`src/rtl/chgcfg_pkg.sv`:
```
package chgcfg_pkg;

    typedef enum logic [1:0] {
        CHG_OFF  = 2'b00,
        CHG_DCP  = 2'b01,
        CHG_CDP  = 2'b10,
        CHG_AUTO = 2'b11
    } chg_mode_e;

    typedef enum logic {
        ST_HOLD = 1'b0,
        ST_RUN  = 1'b1
    } cfg_state_e;

    localparam int B_CUSTOM = 6;
    localparam int B_POL    = 5;
    localparam int B_FAST   = 4;
    localparam int B_ATT    = 3;
    localparam int B_SPARE  = 2;
    localparam int B_AUTOFF = 1;

endpackage

```
`src/rtl/chgcfg_regs.sv`:
```
module chgcfg_regs
    import chgcfg_pkg::*;
#(
    parameter int ADDR_W   = 4,
    parameter logic [ADDR_W-1:0] CFG_ADDR = 4'hA
) (
    input  logic              clk,
    input  logic              rst,
    input  logic [ADDR_W-1:0] bus_addr,
    input  logic              bus_we,
    input  logic [7:0]        bus_wdata,
    input  logic              load_sel,
    input  logic              ld_valid,
    input  logic [7:0]        ld_data,
    input  logic              strap_pwr_pol,
    input  logic              strap_auto_off,
    input  logic              otp_fast_div,
    input  logic              otp_attach_det,
    output logic [7:0]        cfg_byte,
    output logic              pol,
    output logic              auto_off,
    output logic              fast_eff,
    output logic              att_eff
);

    cfg_state_e state_q, state_nx;

    logic       custom_q, pol_q, fast_q, att_q, spare_q, autoff_q;
    logic       wr_acc;
    logic [7:0] wr_byte;

    // write path selection
    always_comb begin
        if (load_sel) begin
            wr_acc  = ld_valid;
            wr_byte = ld_data;
        end else begin
            wr_acc  = bus_we && (bus_addr == CFG_ADDR);
            wr_byte = bus_wdata;
        end
    end

    // sequencer state register
    always_ff @(posedge clk) begin
        if (rst) state_q <= ST_HOLD;
        else     state_q <= state_nx;
    end

    always_comb begin
        state_nx = state_q;
        unique case (state_q)
            ST_HOLD: state_nx = ST_RUN;
            ST_RUN:  state_nx = ST_RUN;
        endcase
    end

    // field storage
    always_ff @(posedge clk) begin
        if (rst) begin
            custom_q <= 1'b0;
            pol_q    <= 1'b0;
            fast_q   <= 1'b0;
            att_q    <= 1'b0;
            spare_q  <= 1'b0;
            autoff_q <= 1'b0;
        end else if (wr_acc) begin
            custom_q <= wr_byte[B_CUSTOM];
            pol_q    <= wr_byte[B_POL];
            spare_q  <= wr_byte[B_SPARE];
            autoff_q <= wr_byte[B_AUTOFF];
            if (wr_byte[B_CUSTOM]) begin
                fast_q <= wr_byte[B_FAST];
                att_q  <= wr_byte[B_ATT];
            end
        end else if (state_q == ST_HOLD) begin
            pol_q    <= strap_pwr_pol;
            autoff_q <= strap_auto_off;
        end
    end

    // effective field values and readback
    always_comb begin
        fast_eff = custom_q ? fast_q : otp_fast_div;
        att_eff  = custom_q ? att_q  : otp_attach_det;
        pol      = pol_q;
        auto_off = autoff_q;
        cfg_byte = '0;
        cfg_byte[B_CUSTOM] = custom_q;
        cfg_byte[B_POL]    = pol_q;
        cfg_byte[B_FAST]   = fast_eff;
        cfg_byte[B_ATT]    = att_eff;
        cfg_byte[B_SPARE]  = spare_q;
        cfg_byte[B_AUTOFF] = autoff_q;
    end

endmodule

```
`src/rtl/chgcfg_port_dec.sv`:
```
module chgcfg_port_dec
    import chgcfg_pkg::*;
#(
    parameter bit IS_FIRST = 1'b0
) (
    input  logic      chg_en,
    input  logic      up_conn,
    input  logic      auto_off,
    output chg_mode_e mode
);

    always_comb begin
        if (!chg_en) begin
            mode = CHG_OFF;
        end else if (up_conn) begin
            if (IS_FIRST && !auto_off) mode = CHG_OFF;
            else                       mode = CHG_CDP;
        end else begin
            mode = auto_off ? CHG_DCP : CHG_AUTO;
        end
    end

endmodule

```
`src/rtl/chgcfg_pwr_pol.sv`:
```
module chgcfg_pwr_pol #(
    parameter int NPORT = 4
) (
    input  logic             pol,
    input  logic [NPORT-1:0] pwr_req,
    output logic [NPORT-1:0] pwr_ctl
);

    always_comb pwr_ctl = pwr_req ^ {NPORT{~pol}};

endmodule

```
`src/rtl/chgcfg_top.sv`:
```
module chgcfg_top
    import chgcfg_pkg::*;
#(
    parameter int NPORT  = 4,
    parameter int ADDR_W = 4,
    parameter logic [ADDR_W-1:0] CFG_ADDR = 4'hA
) (
    input  logic                 clk,
    input  logic                 rst,
    input  logic [ADDR_W-1:0]    bus_addr,
    input  logic                 bus_we,
    input  logic [7:0]           bus_wdata,
    output logic [7:0]           bus_rdata,
    input  logic                 load_sel,
    input  logic                 ld_valid,
    input  logic [7:0]           ld_data,
    input  logic                 strap_pwr_pol,
    input  logic                 strap_auto_off,
    input  logic                 otp_fast_div,
    input  logic                 otp_attach_det,
    input  logic                 up_conn,
    input  logic [NPORT-1:0]     port_chg_en,
    input  logic [NPORT-1:0]     pwr_req,
    output logic [NPORT-1:0]     pwr_ctl,
    output logic [2*NPORT-1:0]   port_mode,
    output logic                 fast_div_sel,
    output logic                 attach_det_en
);

    logic [7:0] cfg_byte;
    logic       pol_w, autoff_w, fast_w, att_w;

    chgcfg_regs #(.ADDR_W(ADDR_W), .CFG_ADDR(CFG_ADDR)) u_regs (
        .clk            (clk),
        .rst            (rst),
        .bus_addr       (bus_addr),
        .bus_we         (bus_we),
        .bus_wdata      (bus_wdata),
        .load_sel       (load_sel),
        .ld_valid       (ld_valid),
        .ld_data        (ld_data),
        .strap_pwr_pol  (strap_pwr_pol),
        .strap_auto_off (strap_auto_off),
        .otp_fast_div   (otp_fast_div),
        .otp_attach_det (otp_attach_det),
        .cfg_byte       (cfg_byte),
        .pol            (pol_w),
        .auto_off       (autoff_w),
        .fast_eff       (fast_w),
        .att_eff        (att_w)
    );

    always_comb bus_rdata = (bus_addr == CFG_ADDR) ? cfg_byte : 8'h00;

    chgcfg_pwr_pol #(.NPORT(NPORT)) u_pol (
        .pol     (pol_w),
        .pwr_req (pwr_req),
        .pwr_ctl (pwr_ctl)
    );

    for (genvar i = 0; i < NPORT; i++) begin : g_port
        chg_mode_e mode_i;
        chgcfg_port_dec #(.IS_FIRST(i == 0)) u_dec (
            .chg_en   (port_chg_en[i]),
            .up_conn  (up_conn),
            .auto_off (autoff_w),
            .mode     (mode_i)
        );
        assign port_mode[2*i +: 2] = mode_i;
    end

    always_comb begin
        fast_div_sel  = fast_w;
        attach_det_en = att_w & ~autoff_w;
    end

endmodule

```
`config.mk`:
```
export PLATFORM = sky130hd
export DESIGN_NAME = chgcfg_top
export DESIGN_NICKNAME = d
export VERILOG_FILES = /design/src/rtl/chgcfg_pkg.sv /design/src/rtl/chgcfg_regs.sv /design/src/rtl/chgcfg_port_dec.sv /design/src/rtl/chgcfg_pwr_pol.sv /design/src/rtl/chgcfg_top.sv
export SDC_FILE = /design/constraint.sdc
export NUM_CORES = 1
export LEC_CHECK = 0
export ABC_AREA = 1
export ABC_CLOCK_PERIOD_IN_PS = 1200
export BUFFER_PORTS_ARGS = -buffer_cell sky130_fd_sc_hd__buf_2
export CORE_ASPECT_RATIO = 1.5
export CORE_MARGIN = 1.5
export CORE_UTILIZATION = 30
export DETAILED_ROUTE_END_ITERATION = 12
export HOLD_SLACK_MARGIN = 0.15
export PLACE_DENSITY = 0.78
export SYNTH_ARGS = -nofsm -noshare
export SYNTH_HDL_FRONTEND = slang
export SYNTH_SLANG_ARGS = --single-unit
export TNS_END_PERCENT = 20
```
`constraint.sdc`:
```
create_clock -name clk -period 1.2 [get_ports clk]
set_input_delay 0.36 -clock clk [delete_from_list [all_inputs] [get_ports clk]]
set_output_delay 0.36 -clock clk [all_outputs]
set_load 0.01 [all_outputs]
```
Yosys cells after proc, flatten, opt, wreduce, memory -nomap -nowiden --
Cells that the tools add are included.
Storage, ports and cells: flip-flop bits (word level) 7, bits in latches 0, bits in writable memories 0, bits in read-only memories 0, bits of input ports 38, output and inout port bits 22, word-level logic and storage cells 33, memories 0
Cells by class: add/sub/neg operators 0, multipliers 0, div/mod/pow operators 0, magnitude comparators 0, eq/ne operators 2, shift operators 0, multiplexer cells 18, bitwise gates (word level) 4, reduce and logical (&&, ||, !) cells 2
Operators with widths (count):
- $mux W2 | 8
- $mux W7 | 2
- $mux W1 | 8
- $eq A4 B4 Y1 const B | 1
- $xor A4 B4 Y4 | 1
- $ne A2 B2 Y1 const B | 1
- $not A1 Y1 | 2
- $reduce_and A2 Y1 | 1
- $and A1 B1 Y1 | 1
- $logic_and A1 B1 Y1 | 1

Longest topological paths before layout --
Gate-level depths: netlist of run 1.
depth after elaboration 4, depth in mapped cells 7, mapped depth without buffers 7

Modules after synthesis --
Synthesis of run 1 repeated with hierarchy kept, for this count alone.
Second synthesis, totals: cell total of the unflattened synthesis 128, area, all modules 716.9 sq um
By module, submodules not included:
- chgcfg_regs | instances 1, cells an instance 70, area an instance 479.2 sq um, seq. area each 140.1 sq um
- chgcfg_top | instances 1, cells an instance 22, area an instance 87.6 sq um, seq. area each 0.0 sq um
- chgcfg_pwr_pol | instances 1, cells an instance 17, area an instance 63.8 sq um, seq. area each 0.0 sq um
- chgcfg_port_dec (g_port[1].u_dec ...) | instances 3, cells an instance 4, area an instance 20.0 sq um, seq. area each 0.0 sq um
- chgcfg_port_dec (g_port[0].u_dec) | instances 1, cells an instance 7, area an instance 26.3 sq um, seq. area each 0.0 sq um

Worst setup path before layout of run 1 --
Ideal clock, no wire load.
path kind flip-flop to output port, from register u_regs.custom_q, to output port fast_div_sel, arrival 0.852 ns, data required time 0.840 ns, setup slack -0.012 ns, cell stages (with the launch flop) 5, path buffers 0, path through dfxtp_1 > inv_1 > or2_2 > o21ai_0 > inv_1
On the way: cells in the longest elaborated chain, start to end 1
Ends and longest elaborated chain:
- start: declaration | line chgcfg_regs.sv:28 | logic custom_q, pol_q, fast_q, att_q, spare_q, autoff_q;
- start signal: assignment | line chgcfg_regs.sv:67 | custom_q <= wr_byte[B_CUSTOM];
- $mux W1 | line chgcfg_regs.sv:83 | fast_eff = custom_q ? fast_q : otp_fast_div;
- end: declaration | line chgcfg_top.sv:26 | output logic fast_div_sel,
No other way between the ends.

Worst setup path in the final report of run 1 --
from register u_regs.custom_q, to output port attach_det_en
On the way: cells in the longest elaborated chain, start to end 2
Ends and longest elaborated chain:
- $mux W1 | line chgcfg_regs.sv:84 | att_eff = custom_q ? att_q : otp_attach_det;
- $and A1 B1 Y1 | line chgcfg_top.sv:74 | attach_det_en = att_w & ~autoff_w;
- end: declaration | line chgcfg_top.sv:27 | output logic attach_det_en
No other way between the ends.

==> out/qor.csv, run 1 <==
metric,value,unit
status,"complete, but fails checks",
violated checks,setup timing,
Total Die Area,0.00226,mm²
HPWL after detailed placement,1350,µm
via count of the first global-routing pass,698,
Hold Worst Slack,0.337,ns
total of buffers placed on input and output ports,53,
number of inserted filler cells in the final layout,183,
count of hold-fix buffers inserted at cts,0,
final core utilization,55.9,%
detailed-routing iteration count for the pre-antenna-repair pass,4,
TritonCTS clock tree,yes,
Leak Pwr,0.000598,µW
count of pins over their slew limit,0,
total wirelength of the detailed-routed design,1610,µm
Die Wd,39.3,µm
post-synthesis instance area,594,µm²
overall overflow remaining after global route,0,
"crit path setup slack, layout",-0.251,ns
area of the core,0.00185,mm²
drt wl/cell,8.76,µm
wire length of the first global-routing pass,2470,µm
Critical Path Slowest Stage Cell,dfxtp_2,
Yosys Warn Count,0,
final critical-path share of the clock period,121,%
Total Routing Usage GR,15.2,%
Min-Delay Path Class,in2reg,
setup repair after global routing missed its margin,yes,
area of all sequential standard cells,146,µm²
CP startpoint kind,register,
maximum frequency from static timing analysis,689,MHz
clk slew on worst S/H paths,0.05,ns
post-synth cell types,23,
Worst IR Drop VDD,448,µV
post-synthesis sequential area ratio,23.6,%
number of nets in the final layout,203,
largest buffer count on any clock path,2,
area share of the largest cell type after synthesis,23.6,%
number of vias per cell after detailed routing,4.35,
Antenna diodes,0,
area taken by multi-input logic gates,399,µm²
cell-by-cell listing of the critical path,"buf_6, mux2i_2, nor2_1, buf_2",
capturing element type of the critical path,output pin,
required time of the critical path,0.84,ns
antenna violations before repair,0,
average footprint of a synthesized cell,6.06,µm²
number of sinks handled by clock tree synthesis,7,
crit path max fanout,3,
flip-flop and latch count after synthesis,7,
cell type contributing the most total cell area after synthesis,dfxtp_1,
max capacitance violation total,0,
layout-stage area growth over the synthesis result,74.3,%
post-synthesis instance total,98,
count of final setup violators,16,
CTS Root Cell,clkbuf_4,
number of DRC violations after detailed routing,0,
std cell rows,19,
"slowest stage delay, CP",0.33,ns
min Tclk post-route,1.45,ns
pin count of the biggest net entering global routing,8,
top-level I/O count,60,
Setup TNS,-1.95,ns
Vert. Die Dim,57.5,µm
cell area power density,734,mW/mm²
weighted congestion at the end of routability-driven global placement,0.723,
via count,800,
Post-Route Skew,0.000680,ns
count of H-tree levels built during CTS,1,
post-detailed-route count of antenna-violating nets,0,
DRT iter0 DRCs,8,
Worst Setup Path Type,reg2out,
Num CTS Buffers,3,
clk_lat worst skew,0.24,ns
layout cell share with drive strength beyond 1,55.8,%
dominant cells by area after synthesis,"dfxtp_1, inv_1, nand2_1, nor2_1, xnor2_1",
endpoints failing hold,0,
"Arr. time, crit path",1.09,ns
starting density of the core,32.1,%
==> worst paths after layout <==
path	from	end	slack [ns]	depth (start not counted)
setup / recovery	u_regs.custom_q	attach_det_en	-0.25	4
hold reg to reg	u_regs.fast_q	u_regs.fast_q	0.47	2
setup reg to reg	u_regs.custom_q	u_regs.custom_q	0.42	4
hold / removal	rst	u_regs.custom_q	0.34	2
==> placed cells by master, fill, tap and decap left out, types with 3 or more instances in the layout <==
cell      synthesis  layout
buf_2             0      53
inv_1            21      19
nand2_1          18      17
nor2_1           17       9
nor2_2            0       8
buf_4             2       8
o21ai_0           6       5
xnor2_1           4       4
nand3_1           4       4
a21oi_1           4       4
dfxtp_1           7       4
clkbuf_4          0       3
buf_6             1       3
==> layer usage <==
layer	wire length, µm	GRT usage [%]	vias up	share of wire [%]
met2	864	29.8	47	54
li1	-	-	422	-
met4	18	7.39	0	1.1
met3	152	2.72	4	9.4
met1	576	13.3	327	36
met5	0	0	-	0
==> flip-flops by register name, indices dropped and copies added, names as in the netlist <==
name / cells
u_regs.fast_q: 1
u_regs.spare_q: 1
u_regs.att_q: 1
u_regs.auto_off: 1
u_regs.pol: 1
u_regs.custom_q: 1
u_regs.state_q: 1
==> where the power goes <==
group,switching [µW],internal [µW]
clock network,80.5,126
registers,13.6,248
logic,141,151
total,235,525
==> through the flow <==
step	std cells	cell area, µm²	total power [µW]	setup WS (ns)
final	184	1040	760	-0.251
after CTS	183	1000	754	-0.253
after global placement	179	936	520	-0.146
after floorplan	99	599	399	0.0220
after global routing	184	1040	823	-0.318
after detailed placement	179	936	529	-0.157
==> area by class of cell <==
cell class / instances / area share (%)
inverters: 21 / 7.61
flip-flops and latches: 7 / 14.1
repair buffers: 64 / 34.7
clock buffers: 4 / 2.54
multi-input cells: 67 / 38.5
well taps: 21 / 2.54
==> synthesized netlist by cell type <==
cell type / instances
buf_4: 2
conb_1: 1
buf_6: 1
o21ai_0: 6
nand3_2: 1
nand2_4: 1
ha_1: 1
clkbuf_1: 1
nand2_2: 1
o21ai_1: 1
nor2_1: 17
mux2i_1: 1
xnor2_1: 4
dfxtp_1: 7
a21oi_1: 4
inv_1: 21
nand3_1: 4
a21oi_2: 1
nor2_4: 1
nand2_1: 18
mux2_2: 1
nand4_1: 2
or2_2: 1
==> what timing repair did <==
action,4_1_cts,5_1_grt
endpoints found under the setup margin,16,20
resized for setup,12,12
pin swaps,7,4
buffers inserted,0,1
==> critical path, delay by kind of cell, from the launching register on <==
family                 cells  cell delay, ns
buffers and inverters      2            0.24
flip-flops                 1            0.33
multiplexers               1            0.22
AND/OR/NAND/NOR            1            0.06
==> kinds of logic after synthesis <==
kind of cell / after synthesis / synth area share (%)
simple gates: 46 / 35.2
flops: 7 / 23.6
buf+inv: 25 / 18.3
compound gates: 12 / 10.7
mux: 2 / 3.58
xor+xnor: 4 / 5.89
fa+ha+maj: 1 / 2.10
other cells: 1 / 0.631
Note: power is estimated with default switching activity, not from simulation.
==> inputs of run 2 (changes only) <==
--- a/config.mk
+++ b/config.mk
@@ -13,8 +13,10 @@
 export CORE_UTILIZATION = 30
 export DETAILED_ROUTE_END_ITERATION = 12
 export HOLD_SLACK_MARGIN = 0.15
-export PLACE_DENSITY = 0.78
+export PLACE_DENSITY = 0.73
+export SKIP_CTS_REPAIR_TIMING = 1
 export SYNTH_ARGS = -nofsm -noshare
 export SYNTH_HDL_FRONTEND = slang
+export SYNTH_HIERARCHICAL = 1
 export SYNTH_SLANG_ARGS = --single-unit
 export TNS_END_PERCENT = 20
==> run 2 against run 1 <==
Non-clock buffer count down 4. Critical path type unchanged. Maximum frequency down 2.6%. Synthesized cell count up 31%. The run still ends with setup timing left. Clock skew down 0.00065 ns. Die area up 19%. Register-to-register slack about the same. Largest power group unchanged. Synthesized area up 21%. Flip-flop and latch count unchanged.
==> out/qor.csv, run 2 <==
metric,value,unit,change
count of H-tree levels built during CTS,1,,unchanged
post-detailed-route count of antenna-violating nets,0,,unchanged
layout cell share with drive strength beyond 1,46.2,%,-9.6 points
met3 Use GR,1.16,%,-1.6 points
number of nets in the final layout,223,,+9.9%
status,"complete, but fails checks",,
CP startpoint kind,register,,
"leading cell types in the layout, fill and taps excluded","buf_2, nand2_1, inv_1",,
capturing element type of the critical path,output pin,,
total of buffers placed on input and output ports,53,,unchanged
post-synth cell types,19,,-17%
detailed-routing iteration count for the pre-antenna-repair pass,4,,unchanged
overall overflow remaining after global route,0,,unchanged
via count of the first global-routing pass,675,,-3.3%
average footprint of a synthesized cell,5.60,µm²,-7.6%
final total power,760,µW,about the same
dominant cells by area after synthesis,"dfxtp_1, inv_1, nand2_1, nor2_1, buf_4",,
post-synthesis instance area,717,µm²,+21%
most frequent cells after synthesis,"inv_1, nand2_1, nor2_1",,
number of DRC violations after detailed routing,0,,unchanged
max capacitance violation total,0,,unchanged
via count,853,,+6.6%
"leading cell type in the layout, fill and taps excluded",buf_2,,
Die Wd,42.9,µm,+9.1%
"slowest stage delay, CP",0.36,ns,+0.03 ns
Leak Pwr,0.000670,µW,+12%
number of sinks handled by clock tree synthesis,7,,unchanged
cell family with most CP delay,flip-flops,,
Vert. Die Dim,62.9,µm,+9.3%
met2 track demand over resource,20.8,%,-8.9 points
number of enable-type register cells in the synthesized netlist,0,,unchanged
Total Die Area,0.00270,mm²,+19%
total instance count after detailed placement,203,,+13%
Antenna diodes,0,,unchanged
flip-flop and latch count after synthesis,7,,unchanged
clk slew on worst S/H paths,0.05,ns,about the same
count of final setup violators,16,,unchanged
layout-stage area growth over the synthesis result,50.8,%,
most numerous cell in the Yosys netlist,inv_1,,
area of all sequential standard cells,149,µm²,+1.7%
"worst slack, placed",-0.107,ns,+0.0504 ns
Worst Setup Path Type,reg2out,,
post-synthesis sequential area ratio,19.5,%,-4.0 points
CTS Root Cell,clkbuf_4,,
top-level I/O count,60,,unchanged
violated checks,setup timing,,
count of pins over their slew limit,0,,unchanged
DRT iter0 DRCs,9,,+1
"Arr. time, crit path",1.13,ns,+0.04 ns
area of the core,0.00226,mm²,+22%
Final Instance Count excl. Fillers,207,,+13%
endpoints failing hold,0,,unchanged
cell area power density,703,mW/mm²,-4.1%
crit path max fanout,4,,+1
Critical Path Slowest Stage Cell,dfxtp_4,,
leading register cell type out of synthesis,dfxtp_1,,
"crit path setup slack, layout",-0.290,ns,-0.0390 ns
Total Routing Usage GR,12.0,%,-3.2 points
Min-Delay Path Class,in2reg,,
required time of the critical path,0.84,ns,about the same
Post-Route Skew,0.0000304,ns,-0.000650 ns
number of vias per cell after detailed routing,4.12,,-5.2%
Yosys Warn Count,6,,+6
Num CTS Buffers,3,,unchanged
HPWL after detailed placement,1320,µm,-1.6%
maximum frequency from static timing analysis,671,MHz,-2.6%
setup repair after global routing missed its margin,yes,,
GRT busiest layer,met2,,
post-synthesis instance total,128,,+31%
largest buffer count on any clock path,2,,unchanged
clk_lat worst skew,0.25,ns,about the same
critical path buffer and inverter count,2,,unchanged
met1 capacity usage during global routing,12.6,%,-0.69 points
starting density of the core,31.7,%,-0.32 points
final core utilization,47.8,%,-8.0 points
share of flip-flops with an asynchronous set or reset,0,%,unchanged
TritonCTS clock tree,yes,,
min Tclk post-route,1.49,ns,+0.0390 ns
drt wl/cell,7.35,µm,-16%
cell type contributing the most total cell area after synthesis,dfxtp_1,,
pin count of the biggest net entering global routing,9,,+1
wire length of the first global-routing pass,2530,µm,+2.2%
Worst IR Drop VDD,411,µV,-8.4%
number of inserted filler cells in the final layout,255,,+39%
antenna violations before repair,0,,unchanged
area taken by multi-input logic gates,408,µm²,+2.2%
Hold Worst Slack,0.348,ns,+0.0103 ns
total wirelength of the detailed-routed design,1520,µm,-5.6%
area share of the largest cell type after synthesis,19.5,%,-4.0 points
cell-by-cell listing of the critical path,"mux2_4, inv_2, nor2_2, buf_2",,
std cell rows,21,,+2
final critical-path share of the clock period,124,%,+3.2 points
weighted congestion at the end of routability-driven global placement,0.783,,+8.3%
[run 2: cell count changes after synthesis, moves of 2 or more]
| cell | change |
|---|---|
| a21oi_2 | +2 |
| nor2_1 | +2 |
| xnor2_1 | -4 |
| mux2_2 | +2 |
| nand2_1 | +12 |
| nand2_2 | +2 |
| buf_4 | +6 |
| inv_1 | +11 |
[run 2: metrics by stage]
step                      cell area, µm²  setup TNS (ns)
after CTS                           1060           -2.98
after detailed placement            1030          -0.846
after global routing                1080           -2.69
final                               1080           -1.98
after floorplan                      736         -0.0432
after global placement              1030          -0.764
[run 2: cells by family (layout without fill, tap and decap cells)]
logic type / Yosys count / after routing / synth area share, %
buf+inv: 42 / 97 / 27.2
other cells: 1 / 2 / 0.523
compound gates: 14 / 14 / 11.3
mux: 3 / 3 / 4.71
simple gates: 61 / 61 / 36.7
flops: 7 / 7 / 19.5
[run 2: final timing paths]
kind	endpoint	slack (ns)	cells past startpoint	from
worst max-delay path	bus_rdata[4]	-0.29	4	u_regs/custom_q
worst min register to register	u_regs/fast_q	0.46	2	u_regs/fast_q
worst max register to register	u_regs/pol	0.43	5	u_regs/state_q
worst min-delay path	u_regs/pol	0.35	2	rst
[run 2: layout make-up]
class / count / area share (%)
Tap cell: 23 / 2.66
Multi-Input combinational cell: 80 / 37.7
Timing Repair Buffer: 60 / 31.7
Sequential cell: 7 / 13.8
Clock buffer: 4 / 2.43
Inverter: 33 / 11.7
[run 2: where the power goes]
part           total, µW  switching (µW)  leakage [µW]  internal (µW)
clock                216            89.4     0.0000150            127
sequential           260            13.8     0.0000593            246
combinational        284             141      0.000596            143
[run 2: metal layers]
layer | part of all wire (%) | wire length, µm | up-vias
met5 | 0 | 0 | -
met4 | 3.0 | 46 | 0
met3 | 7.7 | 117 | 6
met2 | 50 | 755 | 41
met1 | 40 | 601 | 326
li1 | - | - | 480
